[src/rtl/dms_pkg.sv]
package dms_pkg;
   typedef enum logic {
      MODE_CCM = 1'b0,
      MODE_DEM = 1'b1
   } conv_mode_t;
endpackage

[src/rtl/dms_sample_stage.sv]
module dms_sample_stage (
   input  logic clk,
   input  logic rst_n,
   input  logic pulse_stb,
   input  logic phase_pos,
   output logic smp_valid,
   output logic smp_pos
);
   logic stb_q;

   always_ff @(posedge clk) begin
      if (!rst_n) stb_q <= 1'b0;
      else        stb_q <= pulse_stb;
   end

   assign smp_valid = stb_q;
   assign smp_pos   = phase_pos;
endmodule

[src/rtl/dms_run_counter.sv]
module dms_run_counter #(
   parameter int RUN_LEN = 8,
   localparam int CW = $clog2(RUN_LEN + 1)
) (
   input  logic clk,
   input  logic rst_n,
   input  logic smp_valid,
   input  logic smp_pos,
   output logic run_full
);
   localparam logic [CW-1:0] LIMIT = CW'(RUN_LEN);
   logic [CW-1:0] run_q;

   always_ff @(posedge clk) begin
      if (!rst_n)
         run_q <= '0;
      else if (smp_valid) begin
         if (!smp_pos)            run_q <= '0;
         else if (run_q != LIMIT) run_q <= run_q + 1'b1;
      end
   end

   assign run_full = (run_q == LIMIT);
endmodule

[src/rtl/dms_mode_reg.sv]
module dms_mode_reg
   import dms_pkg::*;
#(
   parameter bit WIN_REGISTERED = 1'b0
) (
   input  logic       clk,
   input  logic       rst_n,
   input  logic       pulse_stb,
   input  logic       run_full,
   input  logic       audio_en,
   output conv_mode_t mode,
   output logic       win_req
);
   conv_mode_t mode_q;

   always_ff @(posedge clk) begin
      if (!rst_n)         mode_q <= MODE_CCM;
      else if (pulse_stb) mode_q <= run_full ? MODE_DEM : MODE_CCM;
   end

   assign mode = mode_q;

   generate
      if (WIN_REGISTERED) begin : g_win_reg
         logic win_q;
         always_ff @(posedge clk) begin
            if (!rst_n) win_q <= 1'b0;
            else        win_q <= (mode_q == MODE_DEM) && !audio_en;
         end
         assign win_req = win_q;
      end else begin : g_win_comb
         assign win_req = (mode_q == MODE_DEM) && !audio_en;
      end
   endgenerate
endmodule

[src/rtl/dms_mode_select.sv]
module dms_mode_select
   import dms_pkg::*;
#(
   parameter int RUN_LEN        = 8,
   parameter bit WIN_REGISTERED = 1'b0
) (
   input  logic clk,
   input  logic rst_n,
   input  logic pulse_stb,
   input  logic phase_pos,
   input  logic audio_en,
   output logic dem_mode,
   output logic win_scale_req
);
   generate
      if (RUN_LEN < 1 || RUN_LEN > 255) begin : g_bad_len
         $error("dms_mode_select: RUN_LEN out of range");
      end
   endgenerate

   logic       smp_valid, smp_pos, run_full;
   conv_mode_t mode;

   dms_sample_stage u_smp (
      .clk(clk), .rst_n(rst_n), .pulse_stb(pulse_stb), .phase_pos(phase_pos),
      .smp_valid(smp_valid), .smp_pos(smp_pos)
   );

   dms_run_counter #(.RUN_LEN(RUN_LEN)) u_cnt (
      .clk(clk), .rst_n(rst_n), .smp_valid(smp_valid), .smp_pos(smp_pos),
      .run_full(run_full)
   );

   dms_mode_reg #(.WIN_REGISTERED(WIN_REGISTERED)) u_mode (
      .clk(clk), .rst_n(rst_n), .pulse_stb(pulse_stb), .run_full(run_full),
      .audio_en(audio_en), .mode(mode), .win_req(win_scale_req)
   );

   assign dem_mode = (mode == MODE_DEM);
endmodule

[config.mk]
export PLATFORM = sky130hd
export DESIGN_NAME = dms_mode_select
export DESIGN_NICKNAME = d
export VERILOG_FILES = /design/src/rtl/dms_pkg.sv /design/src/rtl/dms_sample_stage.sv /design/src/rtl/dms_run_counter.sv /design/src/rtl/dms_mode_reg.sv /design/src/rtl/dms_mode_select.sv
export SDC_FILE = /design/constraint.sdc
export NUM_CORES = 1
export LEC_CHECK = 0
export BUFFER_PORTS_ARGS = -buffer_cell sky130_fd_sc_hd__buf_2
export CORE_AREA = 2 2 39 41
export DETAILED_ROUTE_END_ITERATION = 8
export DIE_AREA = 0 0 41 43
export GPL_ROUTABILITY_DRIVEN = 0
export PLACE_DENSITY = 0.52
export SETUP_SLACK_MARGIN = 0.1
export SLEW_MARGIN = 0
export SYNTH_ARGS = -nofsm -noshare
export SYNTH_HDL_FRONTEND = slang
export SYNTH_HIERARCHICAL = 1
export SYNTH_SLANG_ARGS = --single-unit
[constraint.sdc]
create_clock -name clk -period 1.2 [get_ports clk]
set_input_delay 0.24 -clock clk [delete_from_list [all_inputs] [get_ports clk]]
set_output_delay 0.24 -clock clk [all_outputs]
set_load 0.03 [all_outputs]
=== Yosys cells after proc, flatten, opt, wreduce, memory -nomap -nowiden ===
Index checks and enable logic that the tools add are counted.

* Register bits after elaboration: 6
* Input bits: 5
* Output and inout bits: 2
* Word-level logic and storage cells: 13

* Add/subtract/negate cells: 1
* Equal/unequal tests: 3
* Mux-type cells: 3
* Reductions and logical operators: 3

{| class="wikitable"
|+ Operators with widths
! kind !! count
|-
| $mux W4 || 2
|-
| $add A4 B1 Y4 const B || 1
|-
| $eq A4 B4 Y1 const B || 1
|-
| $ne A4 B4 Y1 const B || 1
|-
| $ne A2 B1 Y1 const B || 1
|-
| $reduce_and A2 Y1 || 1
|-
| $logic_and A1 B1 Y1 || 1
|-
| $logic_not A1 Y1 || 1
|-
| $mux W1 || 1
|}

=== Depth between registers and ports, before layout ===
Gate-level depths: netlist of the first run.

* Word-level depth: 3
* Mapped depth: 5
* Mapped depth without buffers: 5

=== By module ===
The synthesis of the first run kept the hierarchy.

{| class="wikitable"
|+ By module, submodules not included
! module !! instances !! cells an instance !! area an instance (um^2) !! sequential area each (um^2)
|-
| dms_run_counter || 1 || 27 || 231.5 || 80.1
|-
| dms_mode_reg || 1 || 4 || 42.5 || 20.0
|-
| dms_sample_stage || 1 || 3 || 33.8 || 20.0
|}

=== Worst setup path before layout of the first run ===
Ideal clock, no wire load.

* Kind: register -> output
* Start point: reg u_mode.mode_q (netlist: u_mode/mode)
* End point: out win_scale_req
* Arrival time: 1.010 ns
* Data required time: 0.960 ns
* Setup slack: -0.050 ns
* Stages on the path, launching flop included: 2
* Path buffers: 0
* Cells stage by stage: dfxtp_1 nor2b_1

* Word-level cells in the longest chain between the ends: 1

{| class="wikitable"
|+ Ends and longest elaborated chain
! what !! line !! RTL
|-
| start: declaration || dms_mode_reg.sv:14 || <nowiki>conv_mode_t mode_q;</nowiki>
|-
| start signal: assignment || dms_mode_reg.sv:18 || <nowiki>else if (pulse_stb) mode_q <= run_full ? MODE_DEM : MODE_CCM;</nowiki>
|-
| $logic_and A1 B1 Y1 || dms_mode_reg.sv:32 || <nowiki>assign win_req = (mode_q == MODE_DEM) && !audio_en;</nowiki>
|-
| end: declaration || dms_mode_select.sv:13 || <nowiki>output logic win_scale_req</nowiki>
|}

Every way passes these cells.

=== Worst setup path after layout of the first run ===
* Start point: reg u_cnt.run_q[1]
* End point: reg u_mode.mode_q (netlist: u_mode/mode)

* Word-level cells in the longest chain between the ends: 2

{| class="wikitable"
|+ Ends and longest elaborated chain
! what !! line !! RTL
|-
| start: declaration || dms_run_counter.sv:12 || <nowiki>logic [CW-1:0] run_q;</nowiki>
|-
| start signal: assignment || dms_run_counter.sv:19 || <nowiki>else if (run_q != LIMIT) run_q <= run_q + 1'b1;</nowiki>
|-
| $eq A4 B4 Y1 || dms_run_counter.sv:23 || <nowiki>assign run_full = (run_q == LIMIT);</nowiki>
|-
| named net run_full || dms_mode_select.sv:21 || <nowiki>logic smp_valid, smp_pos, run_full;</nowiki>
|-
| $mux W1 || dms_mode_reg.sv:18 ||
|}

The timed path passes the listed nets, and every way through them passes these cells.
A chain may end at the register's enable or synchronous reset.

==> out/results.txt, run 1 <==
Setup ws final -> 22.6 ps
Maximum clock skew at final layout -> 5.89 ps
Actual transition at the worst max-transition pin -> 214 ps
Maximum root-to-sink buffer count -> 2
Unrepaired setup endpoints after global routing -> yes
Number of DRC markers in iteration 0 -> 2
Clock buffer count from CTS -> 3
Hold_ws -> 251 ps
Count of different cell masters after synthesis -> 20
Worst setup SP type -> flip-flop
Number of nets produced by synthesis -> 41
Total number of vias -> 285
Power per standard cell area -> 958 nW/µm²
Static power due to leakage -> 0.000179 µW
Sum of negative setup slack -> 0 ps
Fin crit period -> 1180 ps
Clock insertion delay at the later pin of the skew report -> 250 ps
Number of buffers added to fix hold violations after cts -> 0
TritonCTS sink count -> 6
Maximum vdd drop -> 0.480 mV
Worst min-delay path startpoint -> pulse_stb
Crit share post-route -> 0.981
Number of global-route vias before repair -> 292
CTS clk-pin slew, worst paths -> 50 ps
Pin count of the biggest net entering global routing -> 9
Final Max Slew Viols -> 0
Number of endpoints with negative hold slack in the final report -> 0
Remaining global-route overflow -> 0
Count of filler cells inserted in the layout -> 157
Synth-to-Final Area Change -> 45.1%
Final setup vio count -> 0
Vias per inst -> 4.60
Placeable core region -> 1380 µm²
CP Launch Point -> u_cnt/run_q[1]$_SDFFE_PN0P_
Kind of end point of the critical path -> flip-flop
Per-cell routed wire length -> 11.8 µm
H-tree lvl count -> 1
Synthesis warning total -> 6
Critical path peak fanout -> 4
Setup WS pre-CTS -> 24.4 ps
Highest Clock Rate -> 0.849 GHz
Critical path type -> flip-flop to flip-flop
Number of nets in the final layout -> 55
Clock root cell -> sky130_fd_sc_hd__clkbuf_4
Starting density of the core -> 0.222
Total of max-cap violations -> 0
Number of nets with antenna violations after routing -> 0
Total GRT Usage -> 0.106
Die boundary height -> 43 µm
Run status -> finished clean
Share of the yosys chip area belonging to registers -> 0.390
Worst path required time -> 1330 ps
Number of synthesized register bits -> 6
Number of antenna repair diodes -> 0
Overall die width -> 41 µm
Total standard cell area after synthesis -> 308 µm²
Clock tree from TritonCTS -> built
FF-to-FF Start -> u_cnt/run_q[1]$_SDFFE_PN0P_
Number of standard cells after synthesis -> 34
I/O pin cnt -> 7
Estimated wirelength of the detail-placed design -> 434 µm
Class of the most critical hold timing path -> input port to flip-flop
Initial DRT Pass Iterations -> 2
Total Die Area -> 1760 µm²
Total power -> 428 µW
Fraction of layout cells with a size suffix above 1 -> 0.543
Total routed wirelength -> 734 µm
Initial antenna violation count -> 0
Detailed-route DRC error count -> 0
First-pass GRT wire length -> 1110 µm
Number of I/O port buffers -> 6
Worst slew margin -> 0.857
# rows -> 14
CP arrival -> 1300 ps
Synthesized area divided by synthesized cell count -> 9.05 µm²
-- logic make-up after synthesis --
| kind of cell | after synthesis | synth area share |
|---|---|---|
| muxes | 1 | 0.0325 |
| adders and majority gates | 2 | 0.0813 |
| AOI/OAI and AO/OA | 6 | 0.142 |
| and+or+nand+nor | 16 | 0.305 |
| buffers and inverters | 3 | 0.0488 |
| DFF | 6 | 0.390 |
-- path summary, 6_finish.rpt --
path | end | slack, ps | cells after the start
max reg2reg | u_mode/mode$_SDFFE_PN0P_ | 20 | 6
max | u_mode/mode$_SDFFE_PN0P_ | 20 | 6
min reg2reg | u_cnt/run_q[0]$_SDFFE_PN0P_ | 520 | 3
min | u_smp/smp_valid$_SDFF_PN0_ | 250 | 2
-- placed cells by master (no fill, tap or decap), drive strengths merged --
cell	Yosys	layout
ha	2	2
o21a	1	1
or2	1	1
clkbuf	0	3
and3b	1	1
nor2b	3	3
o31a	1	1
nand3	1	1
and2	1	1
inv	2	2
a21boi	2	2
nor3	1	1
dfxtp	6	6
nand2	5	5
nand2b	1	1
buf	1	10
mux2i	1	1
o22ai	2	2
nor4b	1	1
and3	1	1
-- metal layers --
metal / vias to the layer above / GRT usage / part of all wire
met4: 0 / 0.0600 / 0.019
met5: - / 0 / 0
met1: 132 / 0.109 / 0.39
met2: 9 / 0.138 / 0.50
li1: 142 / - / -
met3: 2 / 0.0995 / 0.083
-- critical path, cell delays in order, from the launching register on --
cell and delay, ps:
sky130_fd_sc_hd__dfxtp_2 340, sky130_fd_sc_hd__inv_2 30, sky130_fd_sc_hd__ha_2 160, sky130_fd_sc_hd__and3b_4 190, sky130_fd_sc_hd__buf_6 110, sky130_fd_sc_hd__mux2i_2 140, sky130_fd_sc_hd__nor2b_1 70
-- flip-flops by register name, indices dropped and copies added, names as in the netlist --
register         count
u_cnt/run_q          4
u_mode/mode          1
u_smp/smp_valid      1
-- Yosys cell counts --
library cell	n	area (µm²)
sky130_fd_sc_hd__a21boi_0	1	7.51
sky130_fd_sc_hd__a21boi_1	1	7.51
sky130_fd_sc_hd__and2_1	1	6.26
sky130_fd_sc_hd__and3_1	1	6.26
sky130_fd_sc_hd__and3b_4	1	12.5
sky130_fd_sc_hd__buf_4	1	7.51
sky130_fd_sc_hd__dfxtp_1	6	120
sky130_fd_sc_hd__ha_1	2	25.0
sky130_fd_sc_hd__inv_1	2	7.51
sky130_fd_sc_hd__mux2i_1	1	10.0
sky130_fd_sc_hd__nand2_1	5	18.8
sky130_fd_sc_hd__nand2b_1	1	6.26
sky130_fd_sc_hd__nand3_1	1	5.00
sky130_fd_sc_hd__nor2b_1	3	18.8
sky130_fd_sc_hd__nor3_1	1	5.00
sky130_fd_sc_hd__nor4b_1	1	8.76
sky130_fd_sc_hd__o21a_1	1	7.51
sky130_fd_sc_hd__o22ai_1	2	12.5
sky130_fd_sc_hd__o31a_1	1	8.76
sky130_fd_sc_hd__or2_1	1	6.26
-- power breakdown --
group	leakage (µW)	switching, µW	internal, µW
logic	0.000115	17.0	15.4
clock network	0.0000138	74.9	113
registers	0.0000502	3.17	204
-- cell type report --
type	instances	area, µm²	share of cell area
Tap cell	16	20.0	0.0448
Clock buffer	3	22.5	0.0504
Inverter	2	7.51	0.0168
Sequential cell	6	124	0.277
Timing Repair Buffer	10	70.1	0.157
Multi-Input combinational cell	25	203	0.454
-- per-stage QoR --
| stage | instances | instance area, µm² | utilization |
|---|---|---|---|
| floorplan | 34 | 327 | - |
| finish | 62 | 447 | 0.323 |
| detailed placement | 56 | 377 | 0.272 |
| global route | 62 | 447 | 0.323 |
| CTS | 61 | 422 | 0.305 |
| global placement | 56 | 377 | 0.272 |
-- repair_timing --
| item | CTS | global route |
|---|---|---|
| pin swaps | 3 | 1 |
| cloned | 0 | 0 |
| gates resized for setup | 4 | 4 |
| setup buffers | 2 | 1 |
| hold endpoints to repair | 0 | 0 |
| setup endpoints to repair | 4 | 6 |
(Power assumes the default switching activity.)
==> run 2, diff against run 1 <==
==> constraint.sdc (replaced) <==
create_clock -name clk -period 1.2 [get_ports clk]
set_input_delay 0.18 -clock clk [delete_from_list [all_inputs] [get_ports clk]]
set_output_delay 0.18 -clock clk [all_outputs]
set_load 0.03 [all_outputs]
==> out/results.txt, run 2 (synthesis results as in run 1) <==
Die boundary height -> 43 µm (unchanged)
Static power due to leakage -> 0.000178 µW (-0.30%)
Area of the multi-input gates -> 213 µm² (+4.9%)
Starting density of the core -> 0.222 (unchanged)
Worst min-delay path startpoint -> pulse_stb
Hold path depth -> 2 (unchanged)
Maximum vdd drop -> 0.269 mV (-44%)
Register area -> 123 µm² (-1.0%)
Vias per inst -> 4.43 (-3.7%)
TritonCTS sink count -> 6 (unchanged)
Per-cell routed wire length -> 10.9 µm (-8.2%)
Clock insertion delay at the later pin of the skew report -> 250 ps (about the same)
Number of nets in the final layout -> 54 (-1.8%)
H-tree lvl count -> 1 (unchanged)
Highest Clock Rate -> 0.865 GHz (+1.9%)
Fin crit period -> 1160 ps (-21.8 ps)
Final Cell Area -> 440 µm² (-1.4%)
Remaining global-route overflow -> 0 (unchanged)
Critical path type -> flip-flop to flip-flop
I/O pin cnt -> 7 (unchanged)
Clock buffer count from CTS -> 3 (unchanged)
Number of nets with antenna violations after routing -> 0 (unchanged)
CTS clk-pin slew, worst paths -> 50 ps (about the same)
Power per standard cell area -> 988 nW/µm² (+3.1%)
Most flops, register -> u_cnt/run_q
Initial DRT Pass Iterations -> 2 (unchanged)
Class of the most critical hold timing path -> input port to flip-flop
Detailed-route DRC error count -> 0 (unchanged)
Initial antenna violation count -> 0 (unchanged)
Synth-to-Final Area Change -> 43.1%
Sum of negative setup slack -> 0 ps (unchanged)
Most frequent cells in the layout -> sky130_fd_sc_hd__buf_2, sky130_fd_sc_hd__nand2_1, sky130_fd_sc_hd__buf_4, sky130_fd_sc_hd__dfxtp_1, sky130_fd_sc_hd__clkbuf_4
Count of filler cells inserted in the layout -> 147 (-6.4%)
Worst setup SP type -> flip-flop
CP arrival -> 1330 ps (+30 ps)
Post-detailed-placement cell area -> 372 µm² (-1.3%)
Unrepaired setup endpoints after global routing -> yes
Critical R2R Capture -> u_cnt/run_q[1]$_SDFFE_PN0P_
Number of buffers added to fix hold violations after cts -> 0 (unchanged)
Biggest cell delay along the critical path -> 330 ps (about the same)
Pin count of the biggest net entering global routing -> 9 (unchanged)
Worst path required time -> 1380 ps (+50 ps)
Final Max Slew Viols -> 0 (unchanged)
Number of endpoints with negative hold slack in the final report -> 0 (unchanged)
Cell type of the slowest stage on the worst timing path -> sky130_fd_sc_hd__dfxtp_2
Register-to-Register Path Depth -> 5 (-1)
Worst Hold Path EP -> u_smp/smp_valid$_SDFF_PN0_
Maximum clock skew at final layout -> 7.75 ps (+1.86 ps)
Placeable core region -> 1380 µm² (unchanged)
Total GRT Usage -> 0.0984 (-0.00803)
Kind of end point of the critical path -> flip-flop
Overall die width -> 41 µm (unchanged)
Run status -> finished clean
Flip-flop count of the largest register after layout -> 4 (unchanged)
Total routed wirelength -> 663 µm (-9.7%)
Worst slew margin -> 0.866 (+0.00954)
Number of global-route vias before repair -> 240 (-18%)
Cells along the critical path -> inv_2 -> ha_2 -> and3b_4 -> or2_4 -> o22ai_2
Total number of vias -> 270 (-5.3%)
Clock root cell -> sky130_fd_sc_hd__clkbuf_4
Maximum root-to-sink buffer count -> 2 (unchanged)
Final setup vio count -> 0 (unchanged)
Clock tree from TritonCTS -> built
First-pass GRT wire length -> 1040 µm (-6.8%)
Number of antenna repair diodes -> 0 (unchanged)
Total of max-cap violations -> 0 (unchanged)
Number of I/O port buffers -> 6 (unchanged)
Crit share post-route -> 0.963 (-0.0182)
Flop-to-flop setup slack -> 40 ps (+20 ps)
Fraction of layout cells with a size suffix above 1 -> 0.578 (+0.0343)
Total Die Area -> 1760 µm² (unchanged)
FF-to-FF Start -> u_cnt/run_q[1]$_SDFFE_PN0P_
Critical path peak fanout -> 4 (unchanged)
Actual transition at the worst max-transition pin -> 199 ps (-14.9 ps)
# rows -> 14 (unchanged)
Number of DRC markers in iteration 0 -> 4 (+2)
[run 2: worst max-delay path by stage]
stage                                  endpoint                   startpoint  cells past startpoint  slack [ps]
detailed placement  u_cnt/run_q[1]$_SDFFE_PN0P_  u_cnt/run_q[0]$_SDFFE_PN0P_                      5          20
global placement    u_cnt/run_q[1]$_SDFFE_PN0P_  u_cnt/run_q[0]$_SDFFE_PN0P_                      5          30
global route        u_cnt/run_q[0]$_SDFFE_PN0P_  u_cnt/run_q[1]$_SDFFE_PN0P_                      5         0.3
floorplan           u_cnt/run_q[0]$_SDFFE_PN0P_  u_cnt/run_q[1]$_SDFFE_PN0P_                      5          90
CTS                 u_cnt/run_q[1]$_SDFFE_PN0P_  u_cnt/run_q[1]$_SDFFE_PN0P_                      5          50
finish              u_cnt/run_q[1]$_SDFFE_PN0P_  u_cnt/run_q[1]$_SDFFE_PN0P_                      5          40
[run 2: power breakdown]
part           total, µW  switching [µW]  internal [µW]
registers            207            3.20            204
clock network        191            77.7            113
logic               36.5            18.9           17.7
total                435            99.7            335
[run 2: through the flow]
step                      std cells  setup slack (ps)   util  hold WS (ps)  power, µW
after floorplan                  34              90.1      -           298        227
after global placement           56              27.8  0.269           420        240
after detailed placement         56              19.5  0.269           423        239
after CTS                        61              49.6  0.299           173        436
after global routing             61             0.280  0.318           177        455
final                            61              44.4  0.318           174        435
[run 2: area by class of cell]
class                           instances  share of cell area
Tap cell                               16              0.0455
Timing Repair Buffer                    9               0.125
Multi-Input combinational cell         25               0.483
Clock buffer                            3              0.0511
Sequential cell                         6               0.278
Inverter                                2              0.0170
[run 2: repair_timing]
item,CTS,global route
resized for setup,3,5
pin swaps,2,1
setup endpoints to repair,4,5
setup buffers,2,0
[run 2: per-layer routing]
layer | GRT usage | wire [µm]
met1 | 0.116 | 303
met2 | 0.119 | 291
met3 | 0.0157 | 25
met4 | 0.140 | 42
met5 | 0 | 0
[run 2: worst max-delay path: cells and delay by family (launching register included)]
kind                       cells  cell delay [ps]
buffers and inverters          1               30
AOI/OAI and AO/OA              1              130
and+or+nand+nor                2              440
adders and majority gates      1              160
DFF                            1              330
==> run 3, diff against run 2 <==
- ABC_CLOCK_PERIOD_IN_PS: not set -> 1200
- CELL_PAD_IN_SITES_DETAIL_PLACEMENT: not set -> 0
- CELL_PAD_IN_SITES_GLOBAL_PLACEMENT: not set -> 1
- PLACE_DENSITY: 0.52 -> 0.62
- SETUP_SLACK_MARGIN: 0.1 -> 0.15
==> out/results.txt, run 3 (synthesis results as in run 1) <==
Run status -> finished clean
Starting density of the core -> 0.222 (unchanged)
Static power due to leakage -> 0.000179 µW (+0.39%)
Worst slew margin -> 0.868 (+0.00118)
Unrepaired setup endpoints after global routing -> yes
Cell Count, Final, Fillers Out -> 62 (+1.6%)
Maximum vdd drop -> 0.343 mV (+28%)
Number of I/O port buffers -> 6 (unchanged)
Clock insertion delay at the later pin of the skew report -> 240 ps (about the same)
Internal power of the cells -> 335 µW (about the same)
Clock tree from TritonCTS -> built
Number of nets in the final layout -> 55 (+1.9%)
Kind of cell adding the most delay to the critical path -> simple AND/OR/NAND/NOR gates
Cells along the critical path -> inv_2 -> ha_4 -> and3b_4 -> or2_1 -> o22ai_1
Number of global-route vias before repair -> 259 (+7.9%)
Power share of the combinational group -> 0.087 (+0.003)
CP arrival -> 1330 ps (about the same)
Maximum root-to-sink buffer count -> 2 (unchanged)
Fraction of layout cells with a size suffix above 1 -> 0.543 (-0.0343)
# rows -> 14 (unchanged)
Placed Cells -> 57 (+1.8%)
I/O pin cnt -> 7 (unchanged)
Number of nets with antenna violations after routing -> 0 (unchanged)
Estimated wirelength of the detail-placed design -> 439 µm
Reported net switching power -> 89.8 µW (-9.9%)
Final setup vio count -> 0 (unchanged)
Final core occ -> 0.333 (+0.0145)
Pin count of the biggest net entering global routing -> 9 (unchanged)
Die boundary height -> 43 µm (unchanged)
Setup ws final -> 29.0 ps (-15.4 ps)
Total routed wirelength -> 614 µm (-7.4%)
Number of buffers added to fix hold violations after cts -> 0 (unchanged)
Per-cell routed wire length -> 9.90 µm (-8.9%)
Total number of vias -> 274 (+1.5%)
Maximum clock skew at final layout -> 0.356 ps (-7.39 ps)
First-pass GRT wire length -> 917 µm (-11%)
Most frequent cells in the layout -> sky130_fd_sc_hd__buf_2, sky130_fd_sc_hd__nand2_1, sky130_fd_sc_hd__buf_4
Initial antenna violation count -> 0 (unchanged)
Number of DRC markers in iteration 0 -> 1 (-3)
Clock root cell -> sky130_fd_sc_hd__clkbuf_4
Remaining global-route overflow -> 0 (unchanged)
Flop pwr share -> 0.488 (+0.011)
Switching portion of total power -> 0.211 (-0.0179)
Number of endpoints with negative hold slack in the final report -> 0 (unchanged)
Power per standard cell area -> 923 nW/µm² (-6.5%)
Most flops, register -> u_cnt/run_q
Clock buffer count from CTS -> 3 (unchanged)
Setup WS pre-CTS -> 51.2 ps (+31.7 ps)
Initial DRT Pass Iterations -> 2 (unchanged)
H-tree lvl count -> 1 (unchanged)
Actual transition at the worst max-transition pin -> 198 ps (-0.878 ps)
TritonCTS sink count -> 6 (unchanged)
Clock network fraction of total power -> 0.425 (-0.014)
Critical path peak fanout -> 4 (unchanged)
Worst setup SP type -> flip-flop
Biggest cell delay along the critical path -> 320 ps (about the same)
CTS clk-pin slew, worst paths -> 40 ps (about the same)
Class of the most critical hold timing path -> input port to flip-flop
Worst path required time -> 1360 ps (-20 ps)
Vias per inst -> 4.42 (-0.16%)
Placeable core region -> 1380 µm² (unchanged)
Number of antenna repair diodes -> 0 (unchanged)
Detailed-route DRC error count -> 0 (unchanged)
Cell type of the slowest stage on the worst timing path -> sky130_fd_sc_hd__dfxtp_2
Total Die Area -> 1760 µm² (unchanged)
WP buf/inv -> 1 (unchanged)
Highest Clock Rate -> 0.854 GHz (-1.3%)
Kind of end point of the critical path -> flip-flop
Flip-flop count of the largest register after layout -> 4 (unchanged)
Crit share post-route -> 0.976 (+0.0128)
Critical path type -> flip-flop to flip-flop
Total GRT Usage -> 0.0834 (-0.0150)
Overall die width -> 41 µm (unchanged)
Final Max Slew Viols -> 0 (unchanged)
Total of max-cap violations -> 0 (unchanged)
Synth-to-Final Area Change -> 49.6%
Fin crit period -> 1170 ps (+15.4 ps)
run 3: worst reg2reg max path, delay by kind of cell, from the launching register on:
kind                       cells  cell delay [ps]
and+or+nand+nor                2              420
DFF                            1              320
AOI/OAI and AO/OA              1              150
adders and majority gates      1              140
buffers and inverters          1               50
run 3: stage by stage:
| stage | cell area [µm²] | TNS (ps) | power, µW | hold slack [ps] |
|---|---|---|---|---|
| 3_3_place_gp | 384 | 0 | 243 | 415 |
| 3_5_place_dp | 384 | 0 | 242 | 420 |
| 2_1_floorplan | 327 | 0 | 227 | 298 |
| 5_1_grt | 460 | -9.17 | 458 | 156 |
| 6_report | 460 | 0 | 425 | 175 |
| 4_1_cts | 425 | 0 | 434 | 165 |
run 3: routing by layer:
| metal | part of all wire | wire length (µm) | global-route usage | up-vias |
|---|---|---|---|---|
| li1 | - | - | - | 142 |
| met4 | 0 | 0 | 0.100 | 0 |
| met1 | 0.44 | 271 | 0.0839 | 126 |
| met3 | 0.047 | 29 | 0.0314 | 0 |
| met5 | 0 | 0 | 0 | - |
| met2 | 0.51 | 314 | 0.113 | 6 |
run 3: timing repair:
action / CTS / global route
pin swaps: 3 / 3
endpoints found under the setup margin: 5 / 6
cloned: 0 / 0
resized for setup: 4 / 5
setup buffers: 1 / 1
run 3: area by class of cell:
| class | count | area (µm²) |
|---|---|---|
| clock buffer | 3 | 22.5 |
| sequential | 6 | 124 |
| multi-input combinational | 25 | 220 |
| fill | 150 | 923 |
| tap | 16 | 20.0 |
| inverter | 2 | 7.51 |
| timing repair buffer | 10 | 66.3 |
run 3: worst paths after layout:
path,start,to,slack (ps),cells after the start
max,u_cnt/run_q[0]$_SDFFE_PN0P_,u_cnt/run_q[1]$_SDFFE_PN0P_,30,5
min,pulse_stb,u_smp/smp_valid$_SDFF_PN0_,180,2
max reg2reg,u_cnt/run_q[0]$_SDFFE_PN0P_,u_cnt/run_q[1]$_SDFFE_PN0P_,30,5
min reg2reg,u_mode/mode$_SDFFE_PN0P_,u_mode/mode$_SDFFE_PN0P_,530,2
run 3: power groups by stage:
stage / clock network [µW] / registers, µW / logic (µW)
final: 181 / 207 / 36.9
after CTS: 195 / 207 / 32.0
after detailed placement: 0 / 211 / 31.2
after global routing: 209 / 207 / 41.0
after global placement: 0 / 211 / 32.3
after floorplan: 0 / 211 / 16.4
